[src/rtl/fp2int_pkg.sv]
`timescale 1ns/1ps
// Shared constants and types for the float-to-integer converter.
// Assumes IEEE-754 single-precision input and at most a 64-bit result.
package fp2int_pkg;
    localparam int FP_W    = 32;
    localparam int EXP_W   = 8;
    localparam int FRAC_W  = 23;
    localparam int SIG_W   = FRAC_W + 1;
    localparam int BIAS    = 127;
    localparam int INT_W   = 64;
    localparam int NARROW_W = 32;
    // Exponent at which the significand LSB has weight 1.
    localparam logic [EXP_W-1:0] EXP_UNIT = EXP_W'(BIAS + FRAC_W);
    // Largest left shift that still fits the significand in INT_W bits.
    localparam logic [EXP_W-1:0] LSH_MAX  = EXP_W'(INT_W - SIG_W);
    // Largest useful right shift (beyond it everything is sticky).
    localparam logic [EXP_W-1:0] RSH_MAX  = EXP_W'(SIG_W + 2);
    localparam int ALIGN_W = SIG_W + SIG_W + 2;
    localparam logic [INT_W-1:0] INDEF_WIDE   = {1'b1, {(INT_W-1){1'b0}}};
    localparam logic [INT_W-1:0] INDEF_NARROW = INT_W'({1'b1, {(NARROW_W-1){1'b0}}});

    typedef enum logic [1:0] {
        RM_NEAR = 2'b00,
        RM_DOWN = 2'b01,
        RM_UP   = 2'b10,
        RM_ZERO = 2'b11
    } rmode_e;

    typedef struct packed {
        logic             sign;
        logic             special;   // NaN or infinity
        logic             huge;      // magnitude at or beyond 2^INT_W
        logic [INT_W-1:0] mag;       // truncated integer magnitude
        logic             guard;     // first discarded bit
        logic             sticky;    // OR of the remaining discarded bits
    } align_t;
endpackage

[src/rtl/fp2int_align.sv]
`timescale 1ns/1ps
// Alignment stage: moves the significand to the integer binary point and
// produces the truncated magnitude with guard and sticky bits.
// Assumes denormals keep no hidden bit; their tiny weight only feeds sticky.
module fp2int_align
    import fp2int_pkg::*;
(
    input  logic [FP_W-1:0] op,
    output align_t          al
);
    logic [EXP_W-1:0]   exp_f;
    logic [SIG_W-1:0]   sig;
    logic [EXP_W-1:0]   lsh;
    logic [EXP_W-1:0]   rsh;
    logic [ALIGN_W-1:0] shifted;

    assign exp_f = op[FP_W-2 -: EXP_W];
    assign sig   = {exp_f != '0, op[FRAC_W-1:0]};
    assign lsh   = exp_f - EXP_UNIT;
    assign rsh   = EXP_UNIT - exp_f;

    // Select left or right alignment from the exponent and gather round bits.
    always_comb begin
        al         = '0;
        al.sign    = op[FP_W-1];
        al.special = (exp_f == '1);
        shifted    = '0;
        if (exp_f >= EXP_UNIT) begin
            if (lsh > LSH_MAX) begin
                al.huge = 1'b1;
            end else begin
                al.mag = INT_W'(sig) << lsh[5:0];
            end
        end else if (rsh > RSH_MAX) begin
            al.sticky = |sig;
        end else begin
            shifted   = {sig, {(SIG_W+2){1'b0}}} >> rsh[4:0];
            al.mag    = INT_W'(shifted[ALIGN_W-1 -: SIG_W]);
            al.guard  = shifted[SIG_W+1];
            al.sticky = |shifted[SIG_W:0];
        end
    end
endmodule

[src/rtl/fp2int_round.sv]
`timescale 1ns/1ps
// Rounding stage: applies the rounding mode, checks the signed range of the
// selected width and forms the two's-complement result or the indefinite value.
// Assumes the alignment stage flagged every magnitude beyond 64 bits as huge.
module fp2int_round
    import fp2int_pkg::*;
(
    input  align_t           al,
    input  logic             wide,
    input  logic [1:0]       rmode,
    output logic [INT_W-1:0] result,
    output logic             invalid,
    output logic             inexact
);
    logic             lost;
    logic             bump;
    logic [INT_W:0]   mag_r;
    logic [INT_W:0]   limit;
    logic             range_bad;
    logic [INT_W-1:0] signed_val;

    assign lost = al.guard | al.sticky;

    // Decide whether the magnitude is incremented under the current mode.
    always_comb begin
        case (rmode_e'(rmode))
            RM_NEAR: bump = al.guard & (al.sticky | al.mag[0]);
            RM_DOWN: bump = al.sign & lost;
            RM_UP:   bump = ~al.sign & lost;
            default: bump = 1'b0;
        endcase
    end

    assign mag_r = {1'b0, al.mag} + (INT_W+1)'(bump);
    assign limit = wide ? ((INT_W+1)'(1) << (INT_W-1)) : ((INT_W+1)'(1) << (NARROW_W-1));

    // Negative side may reach the limit itself; positive side must stay below.
    always_comb begin
        if (al.sign) range_bad = (mag_r > limit);
        else         range_bad = (mag_r >= limit);
    end

    assign invalid    = al.special | al.huge | range_bad;
    assign inexact    = ~invalid & lost;
    assign signed_val = al.sign ? (~mag_r[INT_W-1:0] + INT_W'(1)) : mag_r[INT_W-1:0];

    // Choose indefinite, full-width or zero-extended narrow result.
    always_comb begin
        if (invalid)   result = wide ? INDEF_WIDE : INDEF_NARROW;
        else if (wide) result = signed_val;
        else           result = INT_W'(signed_val[NARROW_W-1:0]);
    end
endmodule

[src/rtl/fp2int_conv.sv]
`timescale 1ns/1ps
// Top of the float-to-integer converter: two-stage pipeline, alignment in
// stage one and rounding/range/result selection in stage two.
// Assumes one operation per cycle at most, no back-pressure.
module fp2int_conv
    import fp2int_pkg::*;
(
    input  logic             clk,
    input  logic             rst_n,
    input  logic             in_valid,
    input  logic [FP_W-1:0]  in_operand,
    input  logic             in_wide,
    input  logic [1:0]       in_rmode,
    input  logic             in_inv_mask,
    output logic             out_valid,
    output logic [INT_W-1:0] out_result,
    output logic             out_invalid,
    output logic             out_precision,
    output logic             out_fault
);
    align_t           al_c;
    align_t           s1_al;
    logic             s1_valid;
    logic             s1_wide;
    logic [1:0]       s1_rmode;
    logic             s1_mask;
    logic [INT_W-1:0] rnd_result;
    logic             rnd_invalid;
    logic             rnd_inexact;
    logic             faulting;

    fp2int_align i_align (
        .op (in_operand),
        .al (al_c)
    );

    // Stage-one register: aligned operand plus its controls.
    always_ff @(posedge clk) begin
        if (!rst_n) begin
            s1_valid <= 1'b0;
            s1_al    <= '0;
            s1_wide  <= 1'b0;
            s1_rmode <= 2'b00;
            s1_mask  <= 1'b0;
        end else begin
            s1_valid <= in_valid;
            s1_al    <= in_valid ? al_c : '0;
            s1_wide  <= in_wide;
            s1_rmode <= in_rmode;
            s1_mask  <= in_inv_mask;
        end
    end

    fp2int_round i_round (
        .al      (s1_al),
        .wide    (s1_wide),
        .rmode   (s1_rmode),
        .result  (rnd_result),
        .invalid (rnd_invalid),
        .inexact (rnd_inexact)
    );

    assign faulting = s1_valid & rnd_invalid & ~s1_mask;

    // Stage-two register: result, flags and the result-or-fault strobe.
    always_ff @(posedge clk) begin
        if (!rst_n) begin
            out_valid     <= 1'b0;
            out_fault     <= 1'b0;
            out_result    <= '0;
            out_invalid   <= 1'b0;
            out_precision <= 1'b0;
        end else begin
            out_valid     <= s1_valid & ~faulting;
            out_fault     <= faulting;
            out_result    <= (s1_valid & ~faulting) ? rnd_result : '0;
            out_invalid   <= s1_valid & rnd_invalid;
            out_precision <= s1_valid & rnd_inexact;
        end
    end
endmodule

[config.mk]
export PLATFORM = sky130hd
export DESIGN_NAME = fp2int_conv
export DESIGN_NICKNAME = d
export VERILOG_FILES = /design/src/rtl/fp2int_pkg.sv /design/src/rtl/fp2int_align.sv /design/src/rtl/fp2int_round.sv /design/src/rtl/fp2int_conv.sv
export SDC_FILE = /design/constraint.sdc
export NUM_CORES = 1
export LEC_CHECK = 0
export BUFFER_PORTS_ARGS = -buffer_cell sky130_fd_sc_hd__buf_2
export CORE_ASPECT_RATIO = 0.75
export CORE_UTILIZATION = 50
export CTS_BUF_LIST = sky130_fd_sc_hd__clkbuf_4 sky130_fd_sc_hd__clkbuf_8 sky130_fd_sc_hd__clkbuf_16
export DETAILED_ROUTE_END_ITERATION = 7
export PLACE_DENSITY = 0.68
export SYNTH_ARGS = -nofsm -noshare
export SYNTH_HDL_FRONTEND = slang
export SYNTH_SLANG_ARGS = --single-unit
[constraint.sdc]
create_clock -name clk -period 5.5 [get_ports clk]
set_input_delay 0.825 -clock clk [delete_from_list [all_inputs] [get_ports clk]]
set_output_delay 0.825 -clock clk [all_outputs]
set_load 0.01 [all_outputs]
==> flow_metrics.py, run 1 <==
metrics = {
    "routing": {
        "drc": 0,
        "drt-initial-drc-count": 1379,
        "dr.pass1.iters": 8,
        "antenna_left": 0,
        "wl_per_cell_um": 19.4,
        "routed_wl_mm": 33.8,
        "via_per_inst": 6.22,
        "via_count": 10800,
    },
    "timing": {
        "setup-violations-final": 0,
        "final.setup.tns_ns": 0,
        "min_period_over_period_pct": 93.1,
        "slew_headroom_pct": 35.2,
        "fmax_ghz": 0.195,
        "worst_pin_slew_ns": 0.964,
        "hold_viol": 0,
        "holdWs_ns": 0.518,
        "period_minus_slack_ns": 5.12,
        "finalClockSkew_ns": 0.00906,
        "slew_violations": 0,
    },
    "placement": {
        "portBuffers": 106,
        "globalplace.congestion": 0.985,
        "dp.cells": 1710,
        "dpl_cell_area_um2": 11600,
        "dp_hpwl_mm": 26.6,
    },
    "synth": {
        "netlist.area_leader.share_pct": 26.2,
        "yosysTopAreaCell": "dfxtp_1",
        "synth_area_um2": 10900,
        "yosysWarnings": 0,
        "synth_most_common_cell": "dfxtp_1",
        "synth_edf_count": 0,
        "synth.ff_latch_count": 142,
        "ys_async_sr_fraction_pct": 0,
        "synthDistinctLibCells": 69,
        "ys_top_cells_by_area": "dfxtp_1, xnor2_1, mux4_2",
        "synth_ff_type": "dfxtp_1",
        "synthTopCellsByCount": "dfxtp_1, nand2_1, nor2_1",
        "synth.avg_cell_area_um2": 7.85,
        "ys_seq_area_share_pct": 26.2,
        "syn_inst": 1385,
        "syn_nets": 1439,
    },
    "die": {
        "io_pins": 107,
        "start_util_pct": 51.2,
        "die-area_um2": 22300,
        "die_y_um": 130,
        "coreArea_um2": 21200,
        "dieWidth_um": 172,
        "num_rows": 46,
    },
    "job": {
        "cap_viol_max_count": 0,
    },
    "clock_network": {
        "clockBufferDepth": 2,
        "h-tree-depth": 4,
        "cts_tree": "yes",
        "cts-root-buf": "clkbuf_16",
        "clock-sinks": 142,
        "clkTransAtPathRegs_ns": 0.07,
        "clk_latency_ns": 0.43,
        "ctsHoldBuffers": 0,
        "cts_buffers": 17,
    },
    "worst_setup_path": {
        "rrSetupSlack_ns": 0.38,
        "critPathMaxStageDelay_ns": 0.71,
        "path_cells": "inv_1, ha_1, xnor2_1, nor2_1, nand2_1, a21oi_1, ha_1, buf_4, nand4_4, or4_4, nor4_1, xnor2_1, nand3_1, nor4_4, nand4b_1, nor4_2, mux2i_4, buf_12, mux2i_1",
        "slowest_stage": "or4_4",
        "start_kind": "register",
        "required_ns": 5.86,
        "worstSetupPathType": "reg -> reg",
        "rr_endpoint": "out_result[31]",
        "cp_max_fo": 68,
        "crit_path_end": "out_result[31]",
        "r2r_start": "s1_rmode[0]",
        "crit_arrival_ns": 5.48,
        "reg2regPathDepth": 19,
        "setup.worst_path.end_class": "register",
        "crit_start": "s1_rmode[0]",
    },
    "layout": {
        "layout.nets": 1496,
        "drive_gt1_share_pct": 17.7,
        "syn_to_final_growth_pct": 12.8,
        "finalInstanceArea_um2": 12300,
        "diodes": 0,
        "stdcell_count": 1743,
    },
    "worst_hold_path": {
        "hold_path.class": "reg -> reg",
    },
    "grt": {
        "antenna_found_initial": 0,
        "grt_usage_pct": 30.6,
        "grt_pass1_vias": 9399,
        "grt_overflow": 0,
        "grt_max_degree": 69,
        "grt_first_pass_wirelength_mm": 52.6,
    },
    "pwr": {
        "p_total_w": 0.00292,
        "p_per_area_nw_per_um2": 238,
        "p_leak_nw": 4.86,
        "irDropWorstVdd_mv": 0.263,
    },
    "run_status": {
        "status": "complete, no violations",
    },
}
[area by class of cell]
type / instances / area (um^2)
clock buffer: 18 / 439
clock inverter: 14 / 161
fill: 1949 / 8970
inverter: 30 / 113
multi-input combinational: 1112 / 7560
sequential: 142 / 2840
tap: 288 / 360
timing repair buffer: 139 / 791
[worst min-delay path by stage]
stage / slack [ns] / depth (start not counted) / to / from
2_1_floorplan: 0.45 / 2 / out_valid / s1_mask
3_3_place_gp: 0.49 / 2 / out_valid / s1_mask
3_5_place_dp: 0.50 / 2 / out_result[31] / s1_mask
4_1_cts: 0.52 / 2 / out_result[31] / s1_mask
5_1_grt: 0.56 / 2 / out_result[31] / s1_mask
6_report: 0.52 / 2 / out_result[31] / s1_mask
[critical path: cells and delay by family, from the launching register on]
family	cells	cell delay [ns]
AO/OA/AOI/OAI	1	0.13
XOR/XNOR	2	0.39
adder cells (fa/ha/maj)	2	0.39
buffers and inverters	3	0.55
flip-flops	1	0.34
multiplexers	2	0.53
AND/OR/NAND/NOR	9	2.70
[where the power goes]
group | total, W | switching, W | internal (W)
logic | 0.000714 | 0.000474 | 0.000240
clock network | 0.00116 | 0.000501 | 0.000659
registers | 0.00105 | 0.00000890 | 0.00104
[cell usage in the layout, fill, tap and decap left out, drive strengths merged, types with 38 or more instances in the layout]
cell type | Yosys | layout
nand2 | 140 | 140
nor2 | 119 | 119
o21ai | 85 | 85
xor2 | 38 | 38
nand4 | 49 | 49
mux2i | 50 | 50
xnor2 | 93 | 93
nor3 | 84 | 84
inv | 30 | 39
nand3 | 52 | 52
nor4 | 40 | 40
buf | 23 | 139
dfxtp | 142 | 142
a21oi | 66 | 66
[logic make-up (layout without fill, tap and decap cells)]
kind of cell             count (synthesis)  count (layout)  synth area share [%]
adder cells (fa/ha/maj)                 15              15                  1.73
AO/OA/AOI/OAI                          264             264                  15.3
XOR/XNOR                               131             131                  10.6
AND/OR/NAND/NOR                        613             613                  30.2
buffers and inverters                  131             201                  4.89
multiplexers                            89              89                  11.2
flip-flops                             142             142                  26.2
[metrics by stage]
stage,setup slack (ns),util [%]
CTS,0.204,57.6
detailed placement,0.218,54.8
global placement,0.290,54.8
global route,-0.0485,57.7
finish,0.378,57.7
floorplan,0.605,-
[flip-flops by register name, indices dropped and copies added, names as in the netlist]
name           flops
s1_rmode           2
out_result        64
s1_valid           1
out_precision      1
out_valid          1
s1_wide            1
s1_al             69
out_invalid        1
out_fault          1
s1_mask            1
[routing by layer]
metal	GRT usage, %	part of all wire, %	vias to the layer above
li1	-	-	5186
met1	46.4	48	5038
met2	42.0	40	556
met3	7.97	11	60
met4	7.39	1.7	0
met5	0	0	-
[what timing repair did]
item	CTS	global route
resized for setup	0	5
buffers inserted	0	1
setup endpoints to repair	0	68
endpoints found under the hold margin	0	0
(Power assumes the default switching activity.)
==> inputs of run 2 (changes only) <==
CTS_BUF_LIST = unset   (was sky130_fd_sc_hd__clkbuf_4 sky130_fd_sc_hd__clkbuf_8 sky130_fd_sc_hd__clkbuf_16)
PLACE_DENSITY = 0.69   (was 0.68)
==> flow_metrics.py, run 2 (synthesis gave the netlist of run 1 again) <==
metrics = {
    "run_status": {
        "status": "complete, no violations",
    },
    "routing": {
        "routed_wl_mm": 33.3,
        "dr.pass1.iters": 7,
        "antenna_left": 0,
        "drc": 0,
        "via_count": 10800,
        "drt-initial-drc-count": 1130,
        "wl_per_cell_um": 19.0,
        "via_per_inst": 6.18,
    },
    "pwr": {
        "p_per_area_nw_per_um2": 236,
        "p_leak_nw": 4.89,
        "irDropWorstVdd_mv": 0.322,
        "p_total_w": 0.00290,
    },
    "clock_network": {
        "cts_buffers": 17,
        "cts-root-buf": "clkbuf_16",
        "clock-sinks": 142,
        "ctsHoldBuffers": 0,
        "clockBufferDepth": 2,
        "h-tree-depth": 4,
        "cts_tree": "yes",
        "clk_latency_ns": 0.42,
        "clkTransAtPathRegs_ns": 0.06,
    },
    "timing": {
        "timing.final.ws_setup_ns": 0.297,
        "slew_violations": 0,
        "finalClockSkew_ns": 0.00856,
        "hold_viol": 0,
        "min_period_over_period_pct": 94.6,
        "period_minus_slack_ns": 5.20,
        "worst_pin_slew_ns": 0.999,
        "setup-violations-final": 0,
        "holdWs_ns": 0.516,
        "slew_headroom_pct": 32.9,
        "fmax_ghz": 0.192,
        "rsz0062_at_grt": "yes",
    },
    "placement": {
        "dp.cells": 1715,
        "globalplace.congestion": 1.03,
        "portBuffers": 106,
        "dp_worst_setup_slack_ns": 0.0883,
        "dp_hpwl_mm": 26.1,
    },
    "die": {
        "io_pins": 107,
        "die_y_um": 130,
        "die-area_um2": 22300,
        "dieWidth_um": 172,
        "start_util_pct": 51.2,
        "num_rows": 46,
        "coreArea_um2": 21200,
    },
    "worst_setup_path": {
        "setup.worst_path.end_class": "register",
        "crit_family": "simple AND/OR/NAND/NOR gates",
        "path_buf_inv": 3,
        "slowest_stage": "or4_1",
        "critPathMaxStageDelay_ns": 0.81,
        "worstSetupPathType": "reg -> reg",
        "cp_common_cell": "ha_1",
        "start_kind": "register",
        "required_ns": 5.84,
        "crit_arrival_ns": 5.54,
        "path_cells": "inv_1, ha_1, xnor2_1, nor2_1, nand2_1, a21oi_1, ha_1, ha_1, nand3_1, or4_1, nor4_1, xnor2_1, nand3_1, nor4b_1, nand4_1, a21oi_1, mux2i_4, buf_12, buf_4, nor3_1",
        "cp_max_fo": 18,
    },
    "layout": {
        "final_cell_mix": "dfxtp_1, nand2_1, nor2_1",
        "stdcell_count": 1749,
        "syn_to_final_growth_pct": 13.1,
        "diodes": 0,
        "multi_input_area_um2": 7540,
        "seqCellArea_um2": 2840,
        "largest_reg_flops": 69,
        "largestRegisters": "s1_al x69, out_result x64, s1_rmode x2",
        "layout.nets": 1502,
        "fin_util_pct": 57.9,
        "mostFrequentLayoutCell": "dfxtp_1",
        "top_register": "s1_al",
        "nFillCells": 1976,
        "drive_gt1_share_pct": 17.8,
    },
    "grt": {
        "grt_overflow": 0,
        "grt_max_degree": 57,
        "grt_first_pass_wirelength_mm": 52.3,
        "antenna_found_initial": 0,
        "grt_usage_pct": 30.4,
        "grt_pass1_vias": 9344,
    },
    "worst_hold_path": {
        "hold_path.class": "reg -> reg",
    },
    "job": {
        "cap_viol_max_count": 0,
    },
}
-- run 2: worst min-delay path: stages (launching register included) --
cell and delay [ns]:
dfxtp_1 0.34, inv_1 0.08, a21oi_1 0.05
-- run 2: what timing repair did --
| action | CTS | global route |
|---|---|---|
| endpoints found under the setup margin | 0 | 65 |
| gates resized for setup | 0 | 1 |
| buffers inserted | 0 | 2 |
-- run 2: worst paths after layout --
path / from / endpoint / slack [ns] / cells past startpoint
worst max-delay path: s1_rmode[0] / out_result[41] / 0.30 / 20
worst min register to register: s1_mask / out_valid / 0.52 / 2
worst max register to register: s1_rmode[0] / out_result[41] / 0.30 / 20
worst min-delay path: s1_mask / out_valid / 0.52 / 2
-- run 2: power breakdown --
part,internal [W],switching (W),total (W)
Sequential,0.00104,0.00000892,0.00105
Clock,0.000654,0.000480,0.00113
Combinational,0.000252,0.000472,0.000724
-- run 2: cell type report --
cell class	count	area share [%]
multi-input cells	1112	61.3
flip-flops and latches	142	23.1
repair buffers	145	6.90
clock buffers	19	3.60
well taps	288	2.93
clock inverters	13	1.19
inverters	30	0.916
-- run 2: routing by layer --
metal	GRT usage, %	vias up	routed length [um]
met5	0	-	0
met2	40.8	586	13100
li1	-	5201	-
met4	8.54	0	515
met3	8.25	42	3680
met1	46.3	4980	16000
-- run 2: stage by stage --
stage               instance area, um^2  setup TNS, ns
floorplan                         10900              0
global placement                  11700              0
global route                      12300        -0.0114
CTS                               12300              0
finish                            12300              0
detailed placement                11700              0
==> inputs of run 3 (changes only) <==
CORE_MARGIN = 5   (was unset)
CTS_BUF_LIST = sky130_fd_sc_hd__clkbuf_16   (was unset)
==> flow_metrics.py, run 3 (synthesis gave the netlist of run 1 again) <==
metrics = {
    "grt": {
        "grt_max_degree": 57,
        "grt_overflow": 0,
        "grt_pass1_vias": 9674,
        "antenna_found_initial": 0,
        "grt_usage_pct": 27.4,
        "grt_first_pass_wirelength_mm": 54.7,
    },
    "layout": {
        "multi_input_area_um2": 7540,
        "diodes": 0,
        "drive_gt1_share_pct": 18.0,
        "largestRegisters": "s1_al x69, out_result x64, s1_rmode x2",
        "syn_to_final_growth_pct": 13.4,
        "largest_reg_flops": 69,
        "top_register": "s1_al",
        "finalInstanceArea_um2": 12300,
        "seqCellArea_um2": 2840,
        "mostFrequentLayoutCell": "dfxtp_1",
        "nFillCells": 1978,
        "layout.nets": 1506,
        "final_cell_mix": "dfxtp_1, nand2_1, nor2_1",
    },
    "placement": {
        "dpl_cell_area_um2": 11700,
        "dp_worst_setup_slack_ns": 0.194,
        "portBuffers": 106,
        "dp_hpwl_mm": 27.3,
        "globalplace.congestion": 0.990,
    },
    "clock_network": {
        "cts_tree": "yes",
        "cts_buffers": 17,
        "clk_latency_ns": 0.43,
        "cts-root-buf": "clkbuf_16",
        "h-tree-depth": 4,
        "clockBufferDepth": 2,
        "clkTransAtPathRegs_ns": 0.07,
        "ctsHoldBuffers": 0,
        "clock-sinks": 142,
    },
    "worst_setup_path": {
        "r2r_start": "s1_rmode[0]",
        "cp_common_cell": "ha_1",
        "start_kind": "register",
        "slowest_stage": "or4_1",
        "worstSetupPathType": "reg -> reg",
        "cp_max_fo": 27,
        "critPathMaxStageDelay_ns": 0.76,
        "crit_start": "s1_rmode[0]",
        "required_ns": 5.84,
        "path_cells": "inv_1, ha_1, xnor2_1, nor2_1, nand2_1, a21oi_1, ha_1, ha_1, nand3_1, or4_1, nor4_1, buf_4, xnor2_1, nand3_1, nor4b_1, nand4_1, a21oi_1, mux2i_4, buf_12, buf_12, nor3_1",
        "crit_arrival_ns": 5.46,
        "setup.worst_path.end_class": "register",
    },
    "routing": {
        "via_count": 10800,
        "via_per_inst": 6.18,
        "dr.pass1.iters": 6,
        "wl_per_cell_um": 19.8,
        "antenna_left": 0,
        "routed_wl_mm": 34.7,
        "drc": 0,
        "drt-initial-drc-count": 1304,
    },
    "worst_hold_path": {
        "hold_path.class": "reg -> reg",
        "hp-start": "s1_mask",
    },
    "job": {
        "cap_viol_max_count": 0,
    },
    "timing": {
        "holdWs_ns": 0.500,
        "finalClockSkew_ns": 0.0105,
        "final.setup.tns_ns": 0,
        "period_minus_slack_ns": 5.12,
        "worst_pin_slew_ns": 1.08,
        "setup-violations-final": 0,
        "timing.final.ws_setup_ns": 0.384,
        "min_period_over_period_pct": 93.0,
        "slew_headroom_pct": 27.5,
        "slew_violations": 0,
        "hold_viol": 0,
        "fmax_ghz": 0.195,
        "rsz0062_at_grt": "no",
    },
    "die": {
        "die-area_um2": 24800,
        "coreArea_um2": 21200,
        "num_rows": 46,
        "dieWidth_um": 180,
        "start_util_pct": 51.2,
        "io_pins": 107,
        "die_y_um": 138,
    },
    "pwr": {
        "p_leak_nw": 4.90,
        "irDropWorstVdd_mv": 0.221,
        "clkPwrFrac_pct": 39.0,
        "p_per_area_nw_per_um2": 237,
        "power.internal_w": 0.00193,
        "p_comb_share_pct": 25.2,
        "seqPwrFrac_pct": 35.8,
        "switching_share_pct": 33.8,
        "switching_power_w": 0.000985,
    },
    "run_status": {
        "status": "complete, no violations",
    },
}
==> run 3: cell types whose count changed in the layout (fill, tap and decap cells not counted), sizes merged <==
cell	before	now
buf	145	149
clkbuf	19	17
clkinvlp	1	3
clkinv	3	2
inv	38	39
==> run 3: final cells by class <==
class / instances / share of cell area [%]
repair buffers: 149 / 7.23
clock inverters: 15 / 1.23
clock buffers: 17 / 3.45
multi-input cells: 1112 / 61.2
flip-flops and latches: 142 / 23.1
well taps: 288 / 2.93
inverters: 30 / 0.914
==> run 3: path summary, 6_finish.rpt <==
check | cells past startpoint | slack [ns] | end
worst max-delay path | 21 | 0.38 | out_result[24]
worst min-delay path | 2 | 0.50 | out_valid
worst max register to register | 21 | 0.38 | out_result[24]
worst min register to register | 2 | 0.50 | out_valid
==> run 3: metal layers <==
layer  part of all wire [%]  global-route usage [%]  wire length [um]
met3                     11                    7.44              3770
met2                     40                    38.8             14000
met5                      0                       0                 0
met4                   0.99                    5.25               344
met1                     48                    41.8             16600
==> run 3: power groups by stage <==
stage,combinational (W),clock [W],sequential [W]
after floorplan,0.000477,0,0.00106
after global placement,0.000703,0,0.00107
after detailed placement,0.000700,0,0.00107
after CTS,0.000703,0.00115,0.00105
after global routing,0.000791,0.00119,0.00105
final,0.000737,0.00114,0.00105
==> run 3: through the flow <==
| step | instances | utilization [%] | total power (W) |
|---|---|---|---|
| 2_1_floorplan | 1385 | - | 0.00154 |
| 3_3_place_gp | 1718 | 55.1 | 0.00177 |
| 3_5_place_dp | 1718 | 55.1 | 0.00177 |
| 4_1_cts | 1750 | 57.8 | 0.00289 |
| 5_1_grt | 1753 | 58.0 | 0.00303 |
| 6_report | 1753 | 58.0 | 0.00292 |
==> run 3: repair_timing <==
action | in CTS | in global routing
buffers inserted | 0 | 3
gates resized for setup | 0 | 0
setup endpoints to repair | 0 | 68
==> run 3: critical path: cells and delay by family (launching register included) <==
kind                     cells  cell delay (ns)
AO/OA/AOI/OAI                2             0.43
XOR/XNOR                     2             0.28
adder cells (fa/ha/maj)      3             0.63
buffers and inverters        4             0.57
flip-flops                   1             0.33
multiplexers                 1             0.14
AND/OR/NAND/NOR              9             2.62
